--- src/rtl/mdio_regctl_pkg.sv ---
package mdio_regctl_pkg;

  localparam int PRE_BITS   = 32;
  localparam int ADR_W      = 5;
  localparam int MD_DATA_W  = 16;
  localparam int FRAME_BITS = PRE_BITS + 2 + 2 + ADR_W + ADR_W + 2 + MD_DATA_W;

  localparam logic [1:0] OFS_CFG   = 2'd0;
  localparam logic [1:0] OFS_CTRL  = 2'd1;
  localparam logic [1:0] OFS_WDATA = 2'd2;
  localparam logic [1:0] OFS_RDATA = 2'd3;

  localparam int CFG_EN_BIT   = 6;
  localparam int CTL_PHY_LSB  = 24;
  localparam int CTL_REG_LSB  = 16;
  localparam int CTL_RD_BIT   = 15;
  localparam int CTL_WR_BIT   = 14;
  localparam int CTL_GO_BIT   = 11;
  localparam int CTL_RDY_BIT  = 7;

  typedef enum logic [1:0] {
    ENG_IDLE  = 2'd0,
    ENG_ARMED = 2'd1,
    ENG_SHIFT = 2'd2
  } eng_state_t;

  function automatic logic [FRAME_BITS-1:0] build_frame(
    input logic                 rd,
    input logic [ADR_W-1:0]     phy,
    input logic [ADR_W-1:0]     regad,
    input logic [MD_DATA_W-1:0] wd
  );
    return {{PRE_BITS{1'b1}}, 2'b01,
            (rd ? 2'b10 : 2'b01), phy, regad,
            (rd ? 2'b11 : 2'b10),
            (rd ? {MD_DATA_W{1'b0}} : wd)};
  endfunction

endpackage

--- src/rtl/mdio_mdc_gen.sv ---
module mdio_mdc_gen #(
  parameter int DIV_W = 6
) (
  input  logic             clk,
  input  logic             rst,
  input  logic             en,
  input  logic [DIV_W-1:0] div,
  output logic             mdc,
  output logic             rise_stb,
  output logic             fall_stb
);

  logic [DIV_W-1:0] cnt;
  logic             tick;

  assign tick     = en && (cnt >= div);
  assign rise_stb = tick && !mdc;
  assign fall_stb = tick &&  mdc;

  always_ff @(posedge clk) begin
    if (rst || !en) begin
      cnt <= '0;
      mdc <= 1'b0;
    end else if (tick) begin
      cnt <= '0;
      mdc <= ~mdc;
    end else begin
      cnt <= cnt + 1'b1;
    end
  end

endmodule

--- src/rtl/mdio_frame_eng.sv ---
module mdio_frame_eng
  import mdio_regctl_pkg::*;
#(
  parameter int NBITS = FRAME_BITS,
  parameter int RD_W  = MD_DATA_W
) (
  input  logic             clk,
  input  logic             rst,
  input  logic             en,
  input  logic             start,
  input  logic             start_rd,
  input  logic [NBITS-1:0] frame,
  input  logic             rise_stb,
  input  logic             fall_stb,
  input  logic             mdio_i,
  output logic             busy,
  output logic             mdio_o,
  output logic             mdio_oe,
  output logic [RD_W-1:0]  rd_data
);

  localparam int IDX_W    = $clog2(NBITS);
  localparam int DATA_POS = NBITS - RD_W;
  localparam int TA_POS   = DATA_POS - 2;
  localparam logic [IDX_W-1:0] LAST_IDX = IDX_W'(NBITS - 1);

  eng_state_t       state;
  logic [NBITS-1:0] sreg;
  logic [IDX_W-1:0] idx;
  logic             is_rd;
  logic [RD_W-1:0]  cap;

  assign busy = (state != ENG_IDLE);

  always_ff @(posedge clk) begin
    if (rst) begin
      state   <= ENG_IDLE;
      sreg    <= '0;
      idx     <= '0;
      is_rd   <= 1'b0;
      cap     <= '0;
      mdio_o  <= 1'b1;
      mdio_oe <= 1'b0;
      rd_data <= '0;
    end else if (!en && state != ENG_IDLE) begin
      state   <= ENG_IDLE;
      mdio_o  <= 1'b1;
      mdio_oe <= 1'b0;
    end else begin
      case (state)
        ENG_IDLE: begin
          if (start) begin
            sreg  <= frame;
            is_rd <= start_rd;
            state <= ENG_ARMED;
          end
        end
        ENG_ARMED: begin
          if (fall_stb) begin
            mdio_o  <= sreg[NBITS-1];
            sreg    <= sreg << 1;
            idx     <= '0;
            mdio_oe <= 1'b1;
            state   <= ENG_SHIFT;
          end
        end
        ENG_SHIFT: begin
          if (rise_stb && is_rd && int'(idx) >= DATA_POS)
            cap <= {cap[RD_W-2:0], mdio_i};
          if (fall_stb) begin
            if (idx == LAST_IDX) begin
              state   <= ENG_IDLE;
              mdio_o  <= 1'b1;
              mdio_oe <= 1'b0;
              if (is_rd) rd_data <= cap;
            end else begin
              idx     <= idx + 1'b1;
              mdio_o  <= sreg[NBITS-1];
              sreg    <= sreg << 1;
              mdio_oe <= !(is_rd && (int'(idx) + 1) >= TA_POS);
            end
          end
        end
        default: state <= ENG_IDLE;
      endcase
    end
  end

endmodule

--- src/rtl/mdio_regctl.sv ---
module mdio_regctl
  import mdio_regctl_pkg::*;
#(
  parameter int DIV_W     = 6,
  parameter int DIV_RESET = 29
) (
  input  logic        clk,
  input  logic        rst,
  input  logic [1:0]  bus_addr,
  input  logic        bus_wen,
  input  logic [31:0] bus_wdata,
  output logic [31:0] bus_rdata,
  output logic        mdc,
  output logic        mdio_o,
  output logic        mdio_oe,
  input  logic        mdio_i
);

  logic [DIV_W-1:0]     cfg_div;
  logic                 cfg_en;
  logic [ADR_W-1:0]     ctl_phy;
  logic [ADR_W-1:0]     ctl_reg;
  logic                 ctl_rd;
  logic                 ctl_wr;
  logic [MD_DATA_W-1:0] wdata_q;
  logic [MD_DATA_W-1:0] eng_rdata;
  logic                 eng_busy;
  logic                 rise_stb;
  logic                 fall_stb;
  logic                 ctrl_wr;
  logic                 accept;
  logic                 req_rd;
  logic                 req_wr;
  logic [FRAME_BITS-1:0] frame;
  logic [31:0]          cfg_word;
  logic [31:0]          ctl_word;

  assign ctrl_wr = bus_wen && (bus_addr == OFS_CTRL);
  assign req_rd  = bus_wdata[CTL_RD_BIT];
  assign req_wr  = bus_wdata[CTL_WR_BIT];
  assign accept  = ctrl_wr && bus_wdata[CTL_GO_BIT] && cfg_en && !eng_busy
                   && (req_rd || req_wr);
  assign frame   = build_frame(req_rd,
                               bus_wdata[CTL_PHY_LSB +: ADR_W],
                               bus_wdata[CTL_REG_LSB +: ADR_W],
                               wdata_q);

  always_ff @(posedge clk) begin
    if (rst) begin
      cfg_div <= DIV_W'(DIV_RESET);
      cfg_en  <= 1'b0;
      ctl_phy <= '0;
      ctl_reg <= '0;
      ctl_rd  <= 1'b0;
      ctl_wr  <= 1'b0;
      wdata_q <= '0;
    end else if (bus_wen) begin
      case (bus_addr)
        OFS_CFG: begin
          cfg_div <= bus_wdata[DIV_W-1:0];
          cfg_en  <= bus_wdata[CFG_EN_BIT];
        end
        OFS_CTRL: begin
          if (!eng_busy) begin
            ctl_phy <= bus_wdata[CTL_PHY_LSB +: ADR_W];
            ctl_reg <= bus_wdata[CTL_REG_LSB +: ADR_W];
            ctl_rd  <= req_rd;
            ctl_wr  <= req_wr;
          end
        end
        OFS_WDATA: wdata_q <= bus_wdata[MD_DATA_W-1:0];
        default: ;
      endcase
    end
  end

  always_comb begin
    cfg_word = '0;
    cfg_word[DIV_W-1:0]  = cfg_div;
    cfg_word[CFG_EN_BIT] = cfg_en;
    ctl_word = '0;
    ctl_word[CTL_PHY_LSB +: ADR_W] = ctl_phy;
    ctl_word[CTL_REG_LSB +: ADR_W] = ctl_reg;
    ctl_word[CTL_RD_BIT]  = ctl_rd;
    ctl_word[CTL_WR_BIT]  = ctl_wr;
    ctl_word[CTL_RDY_BIT] = !eng_busy;
  end

  always_ff @(posedge clk) begin
    if (rst) begin
      bus_rdata <= '0;
    end else begin
      case (bus_addr)
        OFS_CFG:   bus_rdata <= cfg_word;
        OFS_CTRL:  bus_rdata <= ctl_word;
        OFS_WDATA: bus_rdata <= 32'(wdata_q);
        default:   bus_rdata <= 32'(eng_rdata);
      endcase
    end
  end

  mdio_mdc_gen #(.DIV_W(DIV_W)) u_mdc (
    .clk      (clk),
    .rst      (rst),
    .en       (cfg_en),
    .div      (cfg_div),
    .mdc      (mdc),
    .rise_stb (rise_stb),
    .fall_stb (fall_stb)
  );

  mdio_frame_eng #(.NBITS(FRAME_BITS), .RD_W(MD_DATA_W)) u_eng (
    .clk      (clk),
    .rst      (rst),
    .en       (cfg_en),
    .start    (accept),
    .start_rd (req_rd),
    .frame    (frame),
    .rise_stb (rise_stb),
    .fall_stb (fall_stb),
    .mdio_i   (mdio_i),
    .busy     (eng_busy),
    .mdio_o   (mdio_o),
    .mdio_oe  (mdio_oe),
    .rd_data  (eng_rdata)
  );

endmodule

--- config.mk ---
export PLATFORM = sky130hd
export DESIGN_NAME = mdio_regctl
export DESIGN_NICKNAME = d
export VERILOG_FILES = /design/src/rtl/mdio_regctl_pkg.sv /design/src/rtl/mdio_mdc_gen.sv /design/src/rtl/mdio_frame_eng.sv /design/src/rtl/mdio_regctl.sv
export SDC_FILE = /design/constraint.sdc
export NUM_CORES = 1
export LEC_CHECK = 0
export BUFFER_PORTS_ARGS = -buffer_cell sky130_fd_sc_hd__buf_2
export CORE_UTILIZATION = 25
export CTS_CLUSTER_DIAMETER = 60
export CTS_CLUSTER_SIZE = 10
export DETAILED_ROUTE_END_ITERATION = 16
export GPL_TIMING_DRIVEN = 1
export PLACE_DENSITY = 0.37
export SETUP_SLACK_MARGIN = 0.05
export SLEW_MARGIN = 5
export SYNTH_ARGS = -nofsm -noshare
export SYNTH_HDL_FRONTEND = slang
export SYNTH_SLANG_ARGS = --single-unit
export TNS_END_PERCENT = 30
--- constraint.sdc ---
create_clock -name clk -period 5.9 [get_ports clk]
set_input_delay 0.295 -clock clk [delete_from_list [all_inputs] [get_ports clk]]
set_output_delay 0.295 -clock clk [all_outputs]
set_load 0.02 [all_outputs]
==> impl_summary.md, run 1 <==
Outcome
The flow ran to the end, and the final reports show no timing, DRC or antenna violations.

Placement
Port buffering added 60 buffers. The worst setup slack before clock tree synthesis is 2.22 ns. The placer congestion estimate is 0.680.

The HPWL after detailed placement is 11100 um. Including well taps, the total number of placed cells is 1193. The instance area at placement is 0.00786 mm^2.

Synthesis
The count of cell types in the netlist is 55. The async set-reset flop share out of synthesis is 0%. The synthesized netlist cell count is 811.

Synthesis inferred 175 register bits. The predominant post-synthesis flop cell is sky130_fd_sc_hd__dfxtp_1. After synthesis, flip-flops and latches occupy 47.4% of the total area. The synthesized netlist occupies a cell area of 0.00739 mm^2. The post-synthesis area per instance is 9.11 um^2. The number of flops mapped to enable cells by yosys is 0. The synthesis warning total is 0.

Cells and area
The share of cells above drive strength 1 is 15.8%. Compared with the post-synthesis result, the final layout area differs by 14.9%. The register bank with the most flops is u_eng.sreg. The finished cells cover 0.00849 mm^2. The largest registers in the layout are u_eng.sreg x64, bus_rdata x26.

The number of nets in the layout is 878. The number of filler cells placed in the layout is 3134. The register with the most flip-flops in the layout has 64 of them. The final cell count without fillers is 1226.

Run
The number of max-cap violations is 0.

STA
Setup total negative slack on the finished layout was measured at 0 ns. The worst path uses 61.6% of the clock period. Setup repair after global routing left no endpoint under its margin. The final hold violation count is 0.

The clock arrives with 0.0159 ns of skew. The tightest slew margin relative to the limit is 32.8%. The routed design could run at a clock period as short as 3.63 ns. The count of endpoints failing setup in the final report is 0. For the pin with the worst max-slew slack, the measured transition is 1.01 ns.

The worst path meets setup with 2.27 ns of slack. For this run, the top clock speed supported by timing is 275 MHz. The number of pins with negative max-slew slack in the final report is 0.

Detailed routing
The aggregate routed wire length is 18800 um. Across all layers, the routed design uses 5613 vias. The wire length per cell after detailed routing is 15.3 um.

The count of nets left with antenna violations once routing finished came out at 0. The pre-antenna-repair detailed-routing pass consisted of 4 iterations. The DRC violation total after the first TritonRoute iteration is 315. After detailed routing, the number of remaining DRC violations is 0. Using the TritonRoute via totals, the vias-per-cell ratio works out to 4.58.

Critical path
The launch instance of the worst register-to-register path is cfg_div[5]. The top cell family by delay on the critical path is buffers and inverters. The number of cells on the worst reg-to-reg path is 10. STA classifies the critical path endpoint as a register. The endpoint arrival time on the critical path is 3.89 ns. The number of buffers and inverters on the critical path is 3.

The cell at the slowest stage of the critical path is sky130_fd_sc_hd__and2_2. In this run the critical register-to-register path is captured at u_eng.sreg[48]. Traced cell by cell, the critical path runs through inv_1 -> ha_1 -> nand4_1 -> nor2_1 -> a21o_2 -> a21o_2 -> buf_4 -> and2_2 -> buf_4 -> a311oi_1. The setup check on the worst reg-to-reg path leaves a slack of 2.27 ns. The largest stage delay on the critical path is 0.72 ns. The critical path in this run is classified as register to register. The launching element type of the critical path is a register. In this run the worst path has a maximum fanout of 65. The required time reported for the critical path endpoint is 6.15 ns.

Min path
In this run the worst hold path is classified as input port to register. In this run the most critical hold path is launched from mdio_i. The sink of the worst hold path is u_eng.cap[0]. The cell depth of the worst hold path is 3.

Floorplanning
The area of the core is 0.0289 mm^2. The die outline area is 0.0302 mm^2. The floorplan has 62 rows. The y dimension of the die is 174 um.

Measured along the x axis, the die boundary spans 174 um. During I/O placement, the number of pins put on the boundary was 73. For this configuration, the core starts out at a cell density of 25.6%.

Clock network
The number of CTS-inserted buffers is 17. The number of gates resized after CTS is 0. After clock tree synthesis, the setup repair step added 0 buffers.

For this design, the sink count on the clock tree is 175. The clock tree root driver cell is sky130_fd_sc_hd__clkbuf_16. The later pin in the worst-skew pair is clocked with a latency of 0.43 ns. The maximum buffer depth of the clock tree is 2. The clock-pin slew of the registers on the worst-case setup and hold paths is 0.08 ns.

The number of hold buffers added after cts is 0. TritonCTS built the clock tree. The count of H-tree levels built during CTS is 4.

GRT
Global routing consumed, over all layers together, 12.9% of the routing resources. The first global-routing pass estimated 31000 um of wire. The number of antenna violations at the first check in global routing is 2. The maximum number of pins on one net before global-route repair is 81. The via count of the first global-routing pass is 5541. Global routing finished with a remaining overflow of 0.

Power
The power per standard cell area is 328 mW/mm^2. In this run the static leakage power is 3.20 nW. The overall power of the completed layout is 0.00278 W. IR analysis of the VDD net gives a maximum drop of 0.182 mV.
-- worst max-delay path by stage --
stage                    start              to  cells past startpoint
floorplan           cfg_div[5]  u_eng.sreg[33]                     10
global placement    cfg_div[5]  u_eng.sreg[60]                     10
detailed placement  cfg_div[5]  u_eng.sreg[48]                     10
CTS                 cfg_div[5]  u_eng.sreg[48]                     10
global route        cfg_div[5]  u_eng.sreg[52]                     10
finish              cfg_div[5]  u_eng.sreg[48]                     10
-- worst min-delay path, delay by kind of cell --
kind | cells | cell delay [ns]
buf+inv | 1 | 0.07
simple gates | 1 | 0.07
mux | 1 | 0.05
-- report_power, final --
group | internal (W) | total, W | switching, W
combinational | 0.000103 | 0.000301 | 0.000199
sequential | 0.00124 | 0.00128 | 0.0000333
clock | 0.000650 | 0.00120 | 0.000554
total | 0.00200 | 0.00278 | 0.000786
-- layer usage --
metal	wire (um)	GRT usage, %
met1	9670	17.9
met2	8310	19.8
met3	637	3.20
met4	143	3.40
met5	17	0
-- cell type report --
type	count	area (um^2)	share of cell area [%]
clock buffer	17	425	5.01
clock inverter	15	195	2.30
tap	384	480	5.66
inverter	50	188	2.21
antenna	1	2.50	0.0295
sequential	175	3500	41.3
timing repair buffer	66	348	4.10
multi-input combinational	518	3340	39.4
-- cell families after synthesis --
| family | after synthesis | synth area share [%] |
|---|---|---|
| AND/OR/NAND/NOR | 217 | 14.2 |
| flip-flops | 175 | 47.4 |
| XOR/XNOR | 9 | 1.07 |
| buffers and inverters | 123 | 7.76 |
| AO/OA/AOI/OAI | 216 | 19.4 |
| adder cells (fa/ha/maj) | 12 | 2.03 |
| other | 1 | 0.0508 |
| multiplexers | 58 | 8.03 |
-- cells in the mapped netlist (all sizes together), types with 6 or more instances --
library cell,number,area share [%]
nor3b,17,1.7
buf,33,3.2
inv,50,2.5
ha,12,2.0
and3,6,0.51
o21ai,6,0.46
a211oi,27,2.7
mux2,10,1.5
a311oi,34,4.9
and2,12,1.0
nand3,15,1.2
a22oi,10,1.0
dfxtp,175,47
nor2,63,3.2
clkbuf,40,2.0
a21oi,121,8.3
nand2,75,3.8
mux2i,48,6.5
-- through the flow --
step,utilization [%],hold WS (ns)
after floorplan,-,0.430
after global placement,27.3,0.436
after detailed placement,27.3,0.441
after CTS,29.4,0.0784
after global routing,29.4,0.0817
final,29.4,0.0954
-- cells in the final DEF, fill, tap and decap left out, types with 3 or more instances in the layout --
master	Yosys	final
sky130_fd_sc_hd__nand3_1	12	12
sky130_fd_sc_hd__mux2i_1	48	48
sky130_fd_sc_hd__ha_1	12	11
sky130_fd_sc_hd__nand2_1	75	75
sky130_fd_sc_hd__nor3b_1	17	17
sky130_fd_sc_hd__inv_8	0	5
sky130_fd_sc_hd__and3_1	6	5
sky130_fd_sc_hd__a311oi_2	10	10
sky130_fd_sc_hd__dfxtp_1	175	175
sky130_fd_sc_hd__nor2_1	63	63
sky130_fd_sc_hd__a211oi_1	27	27
sky130_fd_sc_hd__nand2b_1	5	5
sky130_fd_sc_hd__a311oi_1	24	24
sky130_fd_sc_hd__nor3_1	3	3
sky130_fd_sc_hd__buf_4	15	7
sky130_fd_sc_hd__nor2b_1	4	4
sky130_fd_sc_hd__o21ai_0	5	5
sky130_fd_sc_hd__clkbuf_16	0	17
sky130_fd_sc_hd__and2_1	12	11
sky130_fd_sc_hd__a21oi_1	120	120
sky130_fd_sc_hd__nand4_1	4	4
sky130_fd_sc_hd__mux2_2	10	10
sky130_fd_sc_hd__or3_1	4	4
sky130_fd_sc_hd__xnor2_1	4	4
sky130_fd_sc_hd__xor2_1	5	5
sky130_fd_sc_hd__inv_1	49	49
sky130_fd_sc_hd__a211o_1	5	5
sky130_fd_sc_hd__conb_1	1	6
sky130_fd_sc_hd__buf_2	13	59
sky130_fd_sc_hd__inv_6	0	3
sky130_fd_sc_hd__nand3_2	3	3
sky130_fd_sc_hd__a22oi_1	10	10
Note: power is estimated with default switching activity, not from simulation.
==> run 2, diff against run 1 <==
--- a/config.mk
+++ b/config.mk
@@ -11,7 +11,7 @@
 export CTS_CLUSTER_SIZE = 10
 export DETAILED_ROUTE_END_ITERATION = 16
 export GPL_TIMING_DRIVEN = 1
-export PLACE_DENSITY = 0.37
+export PLACE_DENSITY = 0.39
 export SETUP_SLACK_MARGIN = 0.05
 export SLEW_MARGIN = 5
 export SYNTH_ARGS = -nofsm -noshare
==> constraint.sdc (replaced) <==
create_clock -name clk -period 3 [get_ports clk]
set_input_delay 0.15 -clock clk [delete_from_list [all_inputs] [get_ports clk]]
set_output_delay 0.15 -clock clk [all_outputs]
set_load 0.02 [all_outputs]
==> impl_summary.md, run 2 (synthesis results as in run 1) <==
Floorplanning
The die outline area is 0.0302 mm^2 (unchanged). The y dimension of the die is 174 um (unchanged). The width of the chip is 174 um (unchanged). The initial cell density of the core came to 25.6% (unchanged). The number of top-level design ports is 73 (unchanged). The area of the core was 0.0289 mm^2 (unchanged). The number of cell rows came to 62 (unchanged).

Power
The sequential share of power is 45.4% (-0.5 points). The power per standard cell area is 620 mW/mm^2 (+89%). The static leakage is 3.39 nW (+6.0%). The net switching power of the design is 0.00159 W (+100%). The portion of total power attributed to combinational logic is 11.8% (+1.0 points). The proportion of power drawn by the clock network is 42.7% (-0.6 points). The maximum ir drop on the vdd rail is 0.393 mV (+120%). The internal power contribution is 0.00393 W (+97%). The overall power of the completed layout is 0.00552 W (+99%). The switching power share of the total is 28.8% (+0.52 points).

Critical path
The category of the critical setup timing path is register to register. The endpoint arrival time on the critical path was 2.95 ns (-0.94 ns). The biggest fanout along the worst timing path is 64 (-1.5%). The required time reported for the critical path endpoint is 3.34 ns (-2.81 ns). The launching element type of the critical path is a register. STA classifies the critical path endpoint as a register.

Clock network
The post-CTS setup repair buffer count is 0 (unchanged). The clock latency of the later-clocked register in the worst-skew pair is 0.44 ns (about the same). The clock sink total is 175 (unchanged). The CTS tree is built. The clock tree root driver cell is sky130_fd_sc_hd__clkbuf_16. The maximum buffer depth of the clock tree was 2 (unchanged).

The count of H-tree levels built during CTS is 4 (unchanged). The number of CTS-inserted buffers was 17 (unchanged). The clock-pin slew of the registers on the worst-case setup and hold paths is 0.07 ns (about the same).

Cells and area
The largest registers in the layout are u_eng.sreg x64, bus_rdata x26. The number of nets in the layout was 916 (+4.3%). The area overhead of the layout relative to synthesis is 20.5%.

The library cell used most frequently in the layout, excluding fill and tap cells, is sky130_fd_sc_hd__dfxtp_1. The post-route core utilization is 30.9% (+1.4 points). The number of antenna repair diodes is 0 (-1).

Counting flops per register, the top entry is u_eng.sreg. The share of cells above drive strength 1 is 16.6% (+0.80 points). The number of flip-flops in the largest register is 64 (unchanged). The library cells used most frequently in the layout, excluding fill and tap cells, are sky130_fd_sc_hd__dfxtp_1 (175), sky130_fd_sc_hd__a21oi_1 (120), sky130_fd_sc_hd__nand2_1 (75).

STA
The setup skew after layout is 0.0171 ns (+0.00124 ns). The final hold violation count is 0 (unchanged). The number of pins with negative max-slew slack in the final report came to 0 (unchanged).

The aggregate negative setup slack is 0 ns (unchanged). The tightest slew margin relative to the limit is 43.8% (+11 points). The measured slew at the worst slew-check pin is 0.841 ns (-0.167 ns).

The time the final worst path needs with I/O delays and setup is 2.60 ns (-1.03 ns). The achievable clock frequency is 384 MHz (+40%). The least setup slack across all paths after layout was 0.398 ns (-1.87 ns). Setup repair after global routing left no endpoint under its margin. The part of the cycle the worst path needs is 86.7% (+25 points).

The count of endpoints failing setup in the final report is 0 (unchanged).

Outcome
The flow ran to the end, and the final reports show no timing, DRC or antenna violations.

Placement
The placer congestion estimate is 0.712 (+4.7%). The number of input and output port buffers inserted came to 60 (unchanged). The HPWL after detailed placement is 11500 um (+3.7%). The worst setup slack before clock tree synthesis is 0.432 ns (-1.79 ns).

GRT
The via count of the first global-routing pass was 5510 (-0.56%). The overflow left after global routing is 0 (unchanged). The global-route wire length before repair was 30500 um (-1.9%). The maximum number of pins on one net before global-route repair is 65 (-20%). The overall routing resource usage is 12.6% (-0.30 points). The number of antenna violations at the first check in global routing is 1 (-1).

Detailed routing
The DRC violation total after the first TritonRoute iteration came to 371 (+18%). The aggregate routed wire length was 18600 um (-0.78%). The post-detailed-route count of antenna-violating nets came to 0 (unchanged).

The count of unresolved DRC violations after routing is 0 (unchanged). The detailed-route via count came to 5725 (+2.0%). The first-pass iteration count of the detailed router is 6 (+2).

The detailed-route vias per instance was 4.53 (-0.99%). The wire length per cell after detailed routing is 14.8 um (-3.7%).

Run
The number of max-cap violations is 0 (unchanged).

Min path
In this run the worst hold path is classified as input port to register.
-- run 2: final timing paths --
check | startpoint | to | slack, ns | cells past startpoint
worst max-delay path | cfg_div[5] | u_eng.sreg[44] | 0.40 | 9
worst min-delay path | bus_wdata[11] | u_eng.is_rd | 0.03 | 3
worst max register to register | cfg_div[5] | u_eng.sreg[44] | 0.40 | 9
worst min register to register | ctl_reg[0] | ctl_reg[0] | 0.45 | 2
-- run 2: power groups by stage --
stage / Sequential (W) / Combinational, W / Clock [W]
after CTS: 0.00251 / 0.000665 / 0.00245
after global placement: 0.00256 / 0.000635 / 0
after detailed placement: 0.00256 / 0.000637 / 0
after global routing: 0.00253 / 0.000726 / 0.00255
final: 0.00251 / 0.000653 / 0.00236
after floorplan: 0.00255 / 0.000470 / 0
-- run 2: critical path, stage by stage, from the launching register on --
cell and delay [ns]:
sky130_fd_sc_hd__dfxtp_1 0.37, sky130_fd_sc_hd__inv_1 0.06, sky130_fd_sc_hd__ha_1 0.34, sky130_fd_sc_hd__a21oi_1 0.26
sky130_fd_sc_hd__o22ai_2 0.13, sky130_fd_sc_hd__a21o_2 0.26, sky130_fd_sc_hd__a21o_2 0.32, sky130_fd_sc_hd__and2_2 0.24
sky130_fd_sc_hd__buf_12 0.21, sky130_fd_sc_hd__a311oi_1 0.30
-- run 2: routing by layer --
| layer | part of all wire [%] | track usage, % | vias to the layer above |
|---|---|---|---|
| li1 | - | - | 2933 |
| met1 | 52 | 17.7 | 2693 |
| met2 | 44 | 19.0 | 77 |
| met3 | 3.1 | 2.81 | 20 |
| met4 | 1.1 | 4.17 | 2 |
| met5 | 0.070 | 0 | - |
-- run 2: cell type report --
| class | count | area [um^2] |
|---|---|---|
| Fill cell | 3131 | 20000 |
| Sequential cell | 175 | 3500 |
| Multi-Input combinational cell | 518 | 3340 |
| Timing Repair Buffer | 104 | 758 |
| Tap cell | 384 | 480 |
| Clock buffer | 18 | 439 |
| Clock inverter | 14 | 190 |
| Inverter | 50 | 188 |
-- run 2: stage by stage --
step                      instance area, um^2  hold WS [ns]  instances
final                                    8900        0.0347       1263
after global routing                     8900        0.0465       1263
after CTS                                8900        0.0241       1263
after detailed placement                 8020         0.396       1206
after global placement                   8020         0.389       1206
after floorplan                          7400         0.286        816
-- run 2: repair_timing --
| action | CTS | global route |
|---|---|---|
| hold buffers | 25 | 0 |
| endpoints found under the setup margin | 0 | 0 |
| hold endpoints to repair | 29 | 0 |
| resized for setup | 0 | 0 |
==> run 3, diff against run 2 <==
--- a/config.mk
+++ b/config.mk
@@ -7,6 +7,7 @@
 export LEC_CHECK = 0
 export BUFFER_PORTS_ARGS = -buffer_cell sky130_fd_sc_hd__buf_2
 export CORE_UTILIZATION = 25
+export CTS_BUF_LIST = sky130_fd_sc_hd__clkbuf_16
 export CTS_CLUSTER_DIAMETER = 60
 export CTS_CLUSTER_SIZE = 10
 export DETAILED_ROUTE_END_ITERATION = 16
==> impl_summary.md, run 3 (synthesis results as in run 1) <==
Power
The power per standard cell area came to 618 mW/mm^2 (-0.44%). The static leakage is 3.38 nW (-0.17%). The maximum ir drop on the vdd rail came to 0.393 mV (+0.11%).

Critical path
Walking the worst path, the cells encountered are inv_1 -> ha_1 -> a21oi_1 -> o22ai_2 -> a21o_2 -> a21o_2 -> and2_2 -> buf_12 -> a311oi_1. The required time reported for the critical path endpoint is 3.34 ns (about the same). The cell family contributing the most delay on the critical path is compound AO/OA/AOI/OAI gates. The biggest fanout along the worst timing path came to 64 (unchanged).

The cell at the slowest stage of the critical path is sky130_fd_sc_hd__dfxtp_1. The launching element type of the critical path is a register. The critical path capture point type is a register. The combined buffer and inverter count along the critical path is 2 (unchanged). The largest stage delay on the critical path was 0.37 ns (about the same). The dominant cell type by count on the critical path is sky130_fd_sc_hd__a21o_2. The category of the critical setup timing path is register to register. The endpoint arrival time on the critical path came to 2.94 ns (about the same).

Floorplanning
The width of the chip came to 174 um (unchanged). The number of cell rows is 62 (unchanged). The area of the core was 0.0289 mm^2 (unchanged). The number of top-level design ports is 73 (unchanged). The die outline area came to 0.0302 mm^2 (unchanged). The initial cell density of the core is 25.6% (unchanged). The y dimension of the die came to 174 um (unchanged).

GRT
The number of antenna violations at the first check in global routing is 1 (unchanged). The global-route wire length before repair came to 30400 um (about the same). The overflow left after global routing was 0 (unchanged).

The overall routing resource usage was 12.6% (about the same). The maximum number of pins on one net before global-route repair is 65 (unchanged). The via count of the first global-routing pass came to 5507 (-0.054%).

STA
The worst-case hold slack is 0.0342 ns (-0.000509 ns). The count of endpoints failing setup in the final report was 0 (unchanged). The achievable clock frequency is 385 MHz (+0.14%). The time the final worst path needs with I/O delays and setup is 2.60 ns (-0.00352 ns). Setup repair after global routing left no endpoint under its margin. The final hold violation count came to 0 (unchanged). The aggregate negative setup slack is 0 ns (unchanged). The part of the cycle the worst path needs is 86.6% (-0.12 points).

The number of pins with negative max-slew slack in the final report came to 0 (unchanged). The measured slew at the worst slew-check pin is 0.851 ns (+0.0104 ns). The setup skew after layout is 0.0161 ns (-0.000979 ns). The tightest slew margin relative to the limit was 43.1% (-0.70 points).

Detailed routing
The count of unresolved DRC violations after routing is 0 (unchanged). The aggregate routed wire length is 18600 um (about the same). The detailed-route vias per instance came to 4.54 (about the same). The first-pass iteration count of the detailed router is 4 (-2). The detailed-route via count was 5729 (+0.070%). The post-detailed-route count of antenna-violating nets was 0 (unchanged). The wire length per cell after detailed routing was 14.8 um (about the same). The DRC violation total after the first TritonRoute iteration came to 373 (+0.54%).

Clock network
The maximum buffer depth of the clock tree is 2 (unchanged). The clock latency of the later-clocked register in the worst-skew pair came to 0.44 ns (about the same). The number of hold buffers added after cts came to 25 (unchanged). The number of CTS-inserted buffers came to 17 (unchanged). TritonCTS built the clock tree.

The count of H-tree levels built during CTS is 4 (unchanged). The clock-pin slew of the registers on the worst-case setup and hold paths is 0.07 ns (about the same). The clock sink total is 175 (unchanged). The post-CTS setup repair buffer count is 0 (unchanged).

The number of gates resized after CTS is 0 (unchanged). The clock tree root driver cell is sky130_fd_sc_hd__clkbuf_16.

Cells and area
The share of cells above drive strength 1 is 16.5% (-0.11 points). The number of flip-flops in the largest register was 64 (unchanged). The library cells used most frequently in the layout, excluding fill and tap cells, are sky130_fd_sc_hd__dfxtp_1 (175), sky130_fd_sc_hd__a21oi_1 (120), sky130_fd_sc_hd__nand2_1 (75). In the final layout, the registers with the most flip-flops are u_eng.sreg x64, bus_rdata x26.

The number of nets in the layout is 916 (unchanged). The register bank with the most flops is u_eng.sreg. The area overhead of the layout relative to synthesis is 20.4%.

The final instance area is 0.00889 mm^2 (-0.11%). The post-route core utilization is 30.8% (-0.035 points). The number of antenna repair diodes is 0 (unchanged). The number of filler cells placed in the layout is 3134 (+0.096%).

The library cell used most frequently in the layout, excluding fill and tap cells, is sky130_fd_sc_hd__dfxtp_1.

Min path
The type of the tightest min-delay check is input port to register.

Outcome
The flow ran to the end, and the final reports show no timing, DRC or antenna violations.

Placement
The placer congestion estimate is 0.712 (unchanged). The instance area at placement is 0.00802 mm^2 (unchanged). The HPWL after detailed placement is 11500 um (unchanged). The number of input and output port buffers inserted was 60 (unchanged).

Run
The number of max-cap violations was 0 (unchanged).
-- run 3: final timing paths --
path,startpoint,end,slack [ns],cells after the start
setup / recovery,cfg_div[5],u_eng.sreg[44],0.40,9
setup reg to reg,cfg_div[5],u_eng.sreg[44],0.40,9
hold reg to reg,ctl_reg[0],ctl_reg[0],0.45,2
hold / removal,bus_wdata[11],u_eng.is_rd,0.03,3
-- run 3: area by class of cell --
cell class	count	area (um^2)	share of cell area, %
multi-input combinational	518	3340	37.6
timing repair buffer	104	758	8.53
tap	384	480	5.40
sequential	175	3500	39.4
clock inverter	15	194	2.18
inverter	50	188	2.11
clock buffer	17	425	4.78
-- run 3: stage by stage --
| stage | worst slack [ns] | power, W | std cells |
|---|---|---|---|
| global route | 0.202 | 0.00577 | 1263 |
| global placement | 0.457 | 0.00320 | 1206 |
| floorplan | 0.792 | 0.00302 | 816 |
| detailed placement | 0.432 | 0.00320 | 1206 |
| finish | 0.401 | 0.00549 | 1263 |
| CTS | 0.400 | 0.00559 | 1263 |
-- run 3: tightest hold or removal path: stages --
cell and delay [ns]:
sky130_fd_sc_hd__buf_2 0.12, sky130_fd_sc_hd__nand4_1 0.08, sky130_fd_sc_hd__a21oi_1 0.06
-- run 3: power by group --
part           switching [W]  total (W)  internal, W
registers          0.0000641    0.00251      0.00245
clock network        0.00112    0.00233      0.00121
logic               0.000400   0.000653     0.000253
-- run 3: routing by layer --
layer	part of all wire (%)	vias up	GRT usage [%]
li1	-	2928	-
met4	1.1	2	4.17
met5	0.070	-	0
met2	44	71	18.9
met3	2.9	19	2.81
met1	52	2709	17.7
